$ cat src/rtl/mwrd_pkg.sv
package mwrd_pkg;

  typedef enum logic [2:0] {
    ST_IDLE,
    ST_SEL,
    ST_LOW,
    ST_HIGH,
    ST_DESEL,
    ST_DONE
  } mwrd_state_e;

  localparam int unsigned CMD_W = 10;
  localparam logic [CMD_W-1:0] READ_PREFIX = 10'h180;

  // Minimum time in ns to whole clock cycles, rounded up, never below one.
  function automatic int unsigned ns_to_cyc(input longint unsigned ns,
                                            input longint unsigned hz);
    longint unsigned prod;
    longint unsigned q;
    prod = ns * hz;
    q = (prod + 64'd999_999_999) / 64'd1_000_000_000;
    if (q == 64'd0) q = 64'd1;
    return int'(q);
  endfunction

  function automatic int unsigned max2(input int unsigned a, input int unsigned b);
    return (a > b) ? a : b;
  endfunction

endpackage

$ cat src/rtl/mwrd_timer.sv
module mwrd_timer #(
  parameter int unsigned CNT_W = 8
) (
  input  logic             clk,
  input  logic             rst,
  input  logic             load,
  input  logic [CNT_W-1:0] load_val,
  output logic             expired
);

  logic [CNT_W-1:0] cnt_q;

  always_ff @(posedge clk) begin
    if (rst) begin
      cnt_q <= '0;
    end else if (load) begin
      cnt_q <= load_val;
    end else if (cnt_q != '0) begin
      cnt_q <= cnt_q - 1'b1;
    end
  end

  assign expired = (cnt_q == '0);

  AST_TIMER_COUNTS_DOWN: assert property (@(posedge clk) disable iff (rst)
    !load && !expired |=> cnt_q == $past(cnt_q) - 1'b1);

endmodule

$ cat src/rtl/mwrd_shift.sv
module mwrd_shift
  import mwrd_pkg::*;
#(
  parameter int unsigned ADDR_W = 4,
  parameter int unsigned DATA_W = 16
) (
  input  logic              clk,
  input  logic              rst,
  input  logic              load,
  input  logic [ADDR_W-1:0] addr,
  input  logic              advance,
  input  logic              sample,
  input  logic              ser_in,
  output logic              ser_out,
  output logic [DATA_W-1:0] rx_word
);

  localparam int unsigned TOT_W = CMD_W + DATA_W;

  logic [TOT_W-1:0]  tx_q;
  logic [DATA_W-1:0] rx_q;
  logic [CMD_W-1:0]  cmd_w;

  assign cmd_w = READ_PREFIX | CMD_W'(addr);

  always_ff @(posedge clk) begin
    if (rst) begin
      tx_q <= '0;
      rx_q <= '0;
    end else begin
      if (load) begin
        tx_q <= {cmd_w, {DATA_W{1'b0}}};
        rx_q <= '0;
      end else begin
        if (advance) tx_q <= {tx_q[TOT_W-2:0], 1'b0};
        if (sample)  rx_q <= {rx_q[DATA_W-2:0], ser_in};
      end
    end
  end

  assign ser_out = tx_q[TOT_W-1];
  assign rx_word = rx_q;

  AST_LOAD_PUTS_COMMAND: assert property (@(posedge clk) disable iff (rst)
    load |=> tx_q[TOT_W-1 -: 3] == 3'b011);

endmodule

$ cat src/rtl/mwrd_seq.sv
module mwrd_seq
  import mwrd_pkg::*;
#(
  parameter int unsigned DATA_W = 16,
  parameter int unsigned CNT_W  = 8,
  parameter int unsigned CSS_C  = 2,
  parameter int unsigned LO_C   = 2,
  parameter int unsigned HI_C   = 2,
  parameter int unsigned CSD_C  = 2
) (
  input  logic             clk,
  input  logic             rst,
  input  logic             start,
  input  logic             expired,
  output logic             t_load,
  output logic [CNT_W-1:0] t_val,
  output logic             sh_load,
  output logic             sh_adv,
  output logic             sh_sample,
  output logic             cs_o,
  output logic             sk_o,
  output logic             drive_o,
  output logic             busy,
  output logic             done
);

  localparam int unsigned TOT_W = CMD_W + DATA_W;
  localparam int unsigned IDX_W = $clog2(TOT_W);

  mwrd_state_e      state_q, state_n;
  logic [IDX_W-1:0] idx_q;
  logic             last_bit;

  assign last_bit = (idx_q == IDX_W'(TOT_W - 1));

  always_comb begin
    state_n   = state_q;
    t_load    = 1'b0;
    t_val     = '0;
    sh_load   = 1'b0;
    sh_adv    = 1'b0;
    sh_sample = 1'b0;
    unique case (state_q)
      ST_IDLE: if (start) begin
        state_n = ST_SEL;
        t_load  = 1'b1;
        t_val   = CNT_W'(CSS_C - 1);
        sh_load = 1'b1;
      end
      ST_SEL: if (expired) begin
        state_n = ST_LOW;
        t_load  = 1'b1;
        t_val   = CNT_W'(LO_C - 1);
      end
      ST_LOW: if (expired) begin
        state_n = ST_HIGH;
        t_load  = 1'b1;
        t_val   = CNT_W'(HI_C - 1);
      end
      ST_HIGH: if (expired) begin
        sh_adv    = 1'b1;
        sh_sample = (idx_q >= IDX_W'(CMD_W));
        t_load    = 1'b1;
        if (last_bit) begin
          state_n = ST_DESEL;
          t_val   = CNT_W'(CSD_C - 1);
        end else begin
          state_n = ST_LOW;
          t_val   = CNT_W'(LO_C - 1);
        end
      end
      ST_DESEL: if (expired) state_n = ST_DONE;
      ST_DONE:  state_n = ST_IDLE;
      default:  state_n = ST_IDLE;
    endcase
  end

  always_ff @(posedge clk) begin
    if (rst) begin
      state_q <= ST_IDLE;
      idx_q   <= '0;
      cs_o    <= 1'b0;
      sk_o    <= 1'b0;
      drive_o <= 1'b0;
    end else begin
      state_q <= state_n;
      cs_o    <= (state_n == ST_SEL) || (state_n == ST_LOW) || (state_n == ST_HIGH);
      sk_o    <= (state_n == ST_HIGH);
      drive_o <= (state_n == ST_LOW) || (state_n == ST_HIGH);
      if (sh_load)     idx_q <= '0;
      else if (sh_adv) idx_q <= idx_q + 1'b1;
    end
  end

  assign busy = (state_q != ST_IDLE);
  assign done = (state_q == ST_DONE);

  AST_IDLE_QUIET: assert property (@(posedge clk) disable iff (rst)
    !busy |-> !cs_o && !sk_o && !drive_o);
  AST_CLOCK_ONLY_SELECTED: assert property (@(posedge clk) disable iff (rst)
    sk_o |-> cs_o);
  AST_START_TAKEN: assert property (@(posedge clk) disable iff (rst)
    start && !busy |=> busy && cs_o);
  AST_BUSY_ENDS_AT_DONE: assert property (@(posedge clk) disable iff (rst)
    $fell(busy) |-> $past(done));
  AST_DESELECTED_AT_DONE: assert property (@(posedge clk) disable iff (rst)
    done |-> !cs_o && !sk_o);
  AST_SAMPLE_IN_HIGH: assert property (@(posedge clk) disable iff (rst)
    sh_sample |-> sk_o && !drive_o == 1'b0);

endmodule

$ cat src/rtl/sereeprom_word_reader.sv
module sereeprom_word_reader
  import mwrd_pkg::*;
#(
  parameter longint unsigned CLK_HZ   = 50_000_000,
  parameter int unsigned     ADDR_W   = 4,
  parameter int unsigned     DATA_W   = 16,
  parameter int unsigned     T_CSS_NS = 1000,
  parameter int unsigned     T_DIS_NS = 400,
  parameter int unsigned     T_SKH_NS = 1000,
  parameter int unsigned     T_SKL_NS = 1000,
  parameter int unsigned     T_PER_NS = 4000,
  parameter int unsigned     T_CSD_NS = 1000
) (
  input  logic                  clk,
  input  logic                  rst,
  input  logic                  start,
  input  logic [ADDR_W-1:0]     addr,
  output logic                  ee_cs,
  output logic                  ee_sk,
  output logic                  ee_di,
  input  logic                  ee_do,
  output logic                  busy,
  output logic                  done,
  output logic [DATA_W-1:0]     word,
  output logic [DATA_W/2-1:0]   byte_first,
  output logic [DATA_W/2-1:0]   byte_second
);

  localparam int unsigned HALF_W = DATA_W / 2;
  localparam int unsigned CSS_C  = ns_to_cyc(T_CSS_NS, CLK_HZ);
  localparam int unsigned DIS_C  = ns_to_cyc(T_DIS_NS, CLK_HZ);
  localparam int unsigned SKH_C  = ns_to_cyc(T_SKH_NS, CLK_HZ);
  localparam int unsigned SKL_C  = ns_to_cyc(T_SKL_NS, CLK_HZ);
  localparam int unsigned PER_C  = ns_to_cyc(T_PER_NS, CLK_HZ);
  localparam int unsigned CSD_C  = ns_to_cyc(T_CSD_NS, CLK_HZ);
  localparam int unsigned HI_C   = max2(SKH_C, (PER_C + 1) / 2);
  localparam int unsigned LO_C   = max2(max2(SKL_C, DIS_C), PER_C - HI_C);
  localparam int unsigned MAX_C  = max2(max2(CSS_C, CSD_C), max2(HI_C, LO_C));
  localparam int unsigned CNT_W  = $clog2(MAX_C + 1);

  logic             t_load;
  logic [CNT_W-1:0] t_val;
  logic             t_exp;
  logic             sh_load;
  logic             sh_adv;
  logic             sh_sample;
  logic             drive;
  logic             tx_bit;

  initial begin
    assert (ADDR_W <= 6 && DATA_W >= 2 && DATA_W % 2 == 0);
  end

  mwrd_timer #(.CNT_W(CNT_W)) u_timer (
    .clk      (clk),
    .rst      (rst),
    .load     (t_load),
    .load_val (t_val),
    .expired  (t_exp)
  );

  mwrd_seq #(
    .DATA_W (DATA_W),
    .CNT_W  (CNT_W),
    .CSS_C  (CSS_C),
    .LO_C   (LO_C),
    .HI_C   (HI_C),
    .CSD_C  (CSD_C)
  ) u_seq (
    .clk       (clk),
    .rst       (rst),
    .start     (start),
    .expired   (t_exp),
    .t_load    (t_load),
    .t_val     (t_val),
    .sh_load   (sh_load),
    .sh_adv    (sh_adv),
    .sh_sample (sh_sample),
    .cs_o      (ee_cs),
    .sk_o      (ee_sk),
    .drive_o   (drive),
    .busy      (busy),
    .done      (done)
  );

  mwrd_shift #(.ADDR_W(ADDR_W), .DATA_W(DATA_W)) u_shift (
    .clk     (clk),
    .rst     (rst),
    .load    (sh_load),
    .addr    (addr),
    .advance (sh_adv),
    .sample  (sh_sample),
    .ser_in  (ee_do),
    .ser_out (tx_bit),
    .rx_word (word)
  );

  assign ee_di       = drive & tx_bit;
  assign byte_first  = word[DATA_W-1 -: HALF_W];
  assign byte_second = word[HALF_W-1:0];

  AST_DI_STABLE_WHILE_HIGH: assert property (@(posedge clk) disable iff (rst)
    ee_sk |-> $stable(ee_di));
  AST_WORD_STEADY_IDLE: assert property (@(posedge clk) disable iff (rst)
    !busy && !$past(busy) |-> $stable(word));

endmodule

$ cat config.mk
export PLATFORM = sky130hd
export DESIGN_NAME = sereeprom_word_reader
export DESIGN_NICKNAME = d
export VERILOG_FILES = /design/src/rtl/mwrd_pkg.sv /design/src/rtl/mwrd_timer.sv /design/src/rtl/mwrd_shift.sv /design/src/rtl/mwrd_seq.sv /design/src/rtl/sereeprom_word_reader.sv
export SDC_FILE = /design/constraint.sdc
export NUM_CORES = 1
export LEC_CHECK = 0
export ABC_AREA = 1
export BUFFER_PORTS_ARGS = -buffer_cell sky130_fd_sc_hd__buf_2
export CAP_MARGIN = 15
export CORE_UTILIZATION = 50
export CTS_BUF_LIST = sky130_fd_sc_hd__clkbuf_8
export CTS_CLUSTER_DIAMETER = 150
export DETAILED_ROUTE_END_ITERATION = 8
export GPL_ROUTABILITY_DRIVEN = 1
export PLACE_DENSITY = 0.81
export SLEW_MARGIN = 20
export SYNTH_ARGS = -nofsm -noshare
export SYNTH_HDL_FRONTEND = slang
export SYNTH_SLANG_ARGS = --single-unit
$ cat constraint.sdc
create_clock -name clk -period 1.62 [get_ports clk]
set_clock_uncertainty 0.05 [all_clocks]
set_input_delay 0.162 -clock clk [delete_from_list [all_inputs] [get_ports clk]]
set_output_delay 0.162 -clock clk [all_outputs]
set_load 0.02 [all_outputs]
==> flow_summary_export.csv <==
group,metric,value,unit
logic_synthesis,yosys_warnings,0,
logic_synthesis,mappedNetlistNets,278,
logic_synthesis,main_combinational_cell_family_by_area_after_synthesis,"simple AND/OR/NAND/NOR gates",
timing,setup-violations-final,1,
cts,cts.reportedPaths.clkPinSlew,0.08,ns
setup_path,regToRegEndpoint,"u_seq.idx_q[4]",
final_layout,post-route-cell-area,2500,um^2
floorplan,floorplan.die_area,4290,um^2
power_and_ir_drop,clock_power_share,21.3,%
logic_synthesis,syn-instance-count,266,
timing,postLayoutSetupSlackWorst,-0.000386,ns
placement,dp_hpwl,2.86,mm
logic_synthesis,asyncSetResetFlopFracSynth,0,%
logic_synthesis,cell_area_after_synthesis,2020,um^2
drt,drt_drc_violations_left,0,
logic_synthesis,synth_simple_gate_area_share,27.2,%
logic_synthesis,yosys_most_used_dff,"dfxtp_1",
drt,m1WireLength,1.88,mm
final_layout,n_antenna_cell,0,
drt,via_per_inst,5.05,
placement,gp_routability_congestion,0.869,
floorplan,dieHeight,65.5,um
logic_synthesis,post_synth_top_area_share,43.7,%
cts,clock_tree.root_cell,"clkbuf_8",
global_route,grt_antenna_before_repair,0,
power_and_ir_drop,powerDensity,1290,nW/um^2
timing,maxSlewViolCount,0,
floorplan,fp-row-count,22,
global_route,grt_max_degree,17,
worst_hold_path,worstHoldEndpoint,"u_shift.tx_q[16]",
placement,numPortBuffers,44,
timing,report.final.hold_viol_count,0,
logic_synthesis,synth_seq_area_share,43.7,%
drt,drt_pre_antenna_iters,4,
drt,route.detailed.wl_per_inst,11.5,um
cts,cts-buffers-inserted,5,
logic_synthesis,synthAdderAreaFrac,2.48,%
logic_synthesis,number_of_flops_mapped_to_enable_cells_by_yosys,0,
power_and_ir_drop,switching_share,36.4,%
power_and_ir_drop,ir_drop,0.960,mV
floorplan,io_pins,45,
power_and_ir_drop,share_comb_of_total_power,38.5,%
worst_hold_path,worstHoldPathType,"in2reg",
status,failed_checks,"setup timing",
power_and_ir_drop,cellInternalPower,2.06,mW
timing,grt_setup_unrepaired,"yes",
power_and_ir_drop,power.net_switching,1.18,mW
drt,postRouteWirelength,4.19,mm
cts,cts_tree,"done",
drt,route.vias.total,1843,
power_and_ir_drop,report.power.total,3.24,mW
placement,placed_area,2250,um^2
status,outcome,"finished with violations",
timing,slew_margin_rel,85.3,%
cts,clk-insertion-delay-late,0.30,ns
drt,wl_met2,2.07,mm
drt,highest_layer,"met4",
setup_path,rrSetupSlack,-0.0004,ns
drt,dr.first_iter.drc_count,61,
logic_synthesis,synth.distinct_cells,30,
worst_hold_path,timing.hold.worst.start,"addr[0]",
global_route,number_of_global_route_vias_before_repair,1567,
flow_run,drv.max_cap_violation_count,0,
floorplan,die_width,65.5,um
drt,ant_nets,0,
final_layout,area_added_between_synthesis_and_finish,24.1,%
logic_synthesis,ys_top_cells_by_area,"dfxtp_1 44%, nor2_1 10%, nand2_1 6.9%",
setup_path,highest_fanout_seen_on_the_critical_path,8,
setup_path,r2r.worst_path.cells,10,
setup_path,critical_path.startpoint_type,"flip-flop",
floorplan,starting_density,53.5,%
final_layout,drive_above_1_share,35.0,%
setup_path,worst_ep_arrival_time,1.76,ns
logic_synthesis,yosysTopAreaCell,"dfxtp_1",
timing,worst-slew-pin-transition,0.221,ns
drt,dr_wl_met3,188,um
floorplan,standard_cell_core_area,3770,um^2
logic_synthesis,syn-mean-instance-area,7.58,um^2
cts,cts.hold.buffers_added,0,
setup_path,critical_path.reg2reg.startpoint,"u_timer.cnt_q[1]",
logic_synthesis,synthMuxAreaShare,0,%
logic_synthesis,synth.ff_latch_count,44,
power_and_ir_drop,power.leakage,1.27,nW
logic_synthesis,synth-compound-area-share,11.8,%
global_route,grt_use_total,19.6,%
timing,finalCriticalPeriod,1.62,ns
final_layout,final_util,66.4,%
final_layout,n_fill_cell,322,
worst_hold_path,min_path_cells,3,
setup_path,timing.critical_path.required,1.76,ns
cts,cts.sinks,44,
setup_path,worstSetupPathType,"reg2reg",
final_layout,final_nets,328,
cts,ctsHtreeMaxLevel,2,
power_and_ir_drop,p_seq_share,40.3,%
timing,min_period_over_period,100,%
global_route,grt_first_pass_wirelength,6.49,mm
cts,max-clock-path-buffers,2,
timing,maxClockFrequency,617,MHz
logic_synthesis,synth_xor_area_share,2.17,%
global_route,overflow,0,
setup_path,worstSetupEndpointType,"flip-flop",
[worst max-delay path by stage]
stage | start | to | slack, ns | cells past startpoint
6_report | u_timer.cnt_q[1] | u_seq.idx_q[4] | -0.0004 | 10
5_1_grt | u_timer.cnt_q[1] | u_seq.idx_q[4] | -0.09 | 10
4_1_cts | u_timer.cnt_q[1] | u_shift.rx_word[10] | 0.0004 | 10
3_5_place_dp | u_timer.cnt_q[1] | u_shift.rx_word[10] | -0.002 | 10
3_3_place_gp | u_timer.cnt_q[1] | u_timer.cnt_q[5] | 0.04 | 10
2_1_floorplan | u_timer.cnt_q[0] | u_shift.rx_word[5] | 0.002 | 10
[Yosys cell counts (3+ instances only)]
cell      count
nand2_1      37
o21ai_0      19
ha_1          4
nand3_1      10
nor2_2        3
nor3_1        4
inv_1        22
dfxtp_1      44
xor2_1        3
o21ai_1       8
a21oi_1      14
a31oi_1       4
nand3b_1      3
buf_4        17
nor2_1       54
[registers in the layout (all words and copies together) (netlist names)]
name	cells
u_seq.cs_o	1
u_timer.cnt_q	7
u_seq.state_q	3
u_seq.drive_o	1
u_shift.rx_word	16
u_seq.sk_o	1
u_seq.idx_q	5
u_shift.tx_q	10
[power by group through the flow]
stage                     clock (mW)  sequential (mW)  combinational (mW)
after floorplan                    0             1.32               0.757
after global placement             0             1.32                1.05
after detailed placement           0             1.32                1.06
after CTS                      0.706             1.30                1.08
after global routing           0.755             1.32                1.36
final                          0.689             1.30                1.25
[layer usage]
layer	vias up	GRT usage, %
li1	939	-
met1	844	24.1
met2	52	33.4
met3	8	4.17
met4	0	7.34
met5	-	0
[area by class of cell]
class	instances	area (um^2)	share of cell area (%)
Timing Repair Buffer	64	393	15.7
Inverter	25	105	4.20
Clock buffer	5	68.8	2.75
Tap cell	48	60.1	2.40
Clock inverter	3	23.8	0.950
Sequential cell	44	883	35.3
Multi-Input combinational cell	176	968	38.7
[logic make-up (layout without fill, tap and decap cells)]
kind of cell	after synthesis	count (layout)
AND/OR/NAND/NOR	120	121
adder cells (fa/ha/maj)	4	4
XOR/XNOR	5	5
AO/OA/AOI/OAI	46	46
buffers and inverters	47	97
flip-flops	44	44
[worst max-delay path, cell delays in order (launching register included)]
cell,delay [ns]
dfxtp_2,0.33
inv_2,0.07
ha_4,0.14
inv_2,0.04
nor2_4,0.12
nand3_4,0.12
nor2_8,0.18
clkinvlp_4,0.21
buf_6,0.17
nand2_2,0.05
a21oi_2,0.04
[per-stage QoR]
stage	setup slack, ns	cells	setup TNS, ns	hold slack [ns]
after global routing	-0.0940	365	-0.795	0.0578
after detailed placement	-0.00194	350	-0.00194	0.377
after floorplan	0.00235	266	0	0.261
after global placement	0.0447	350	0	0.371
after CTS	0.000443	359	0	0.0568
final	-0.000386	365	-0.000386	0.0646
[cell usage in the layout, fill, tap and decap left out, types with 4 or more instances in the layout]
cell type | netlist | layout
nor3_1 | 4 | 4
inv_1 | 22 | 17
a31oi_1 | 4 | 4
nand2_1 | 37 | 33
inv_2 | 2 | 6
o21ai_0 | 19 | 11
nand3_1 | 10 | 10
nor2_1 | 54 | 45
dfxtp_1 | 44 | 42
nor2_2 | 3 | 11
nand2_2 | 0 | 4
buf_6 | 1 | 6
a21oi_1 | 14 | 11
buf_4 | 17 | 14
buf_2 | 2 | 44
o21ai_1 | 8 | 14
clkbuf_8 | 0 | 5
[timing repair]
| item | 4_1_cts | 5_1_grt |
|---|---|---|
| resized for setup | 2 | 41 |
| setup buffers | 1 | 5 |
| pin swaps | 1 | 6 |
| gates cloned | 0 | 1 |
| endpoints found under the setup margin | 6 | 27 |
No activity file was read; power rests on OpenSTA's default activity.
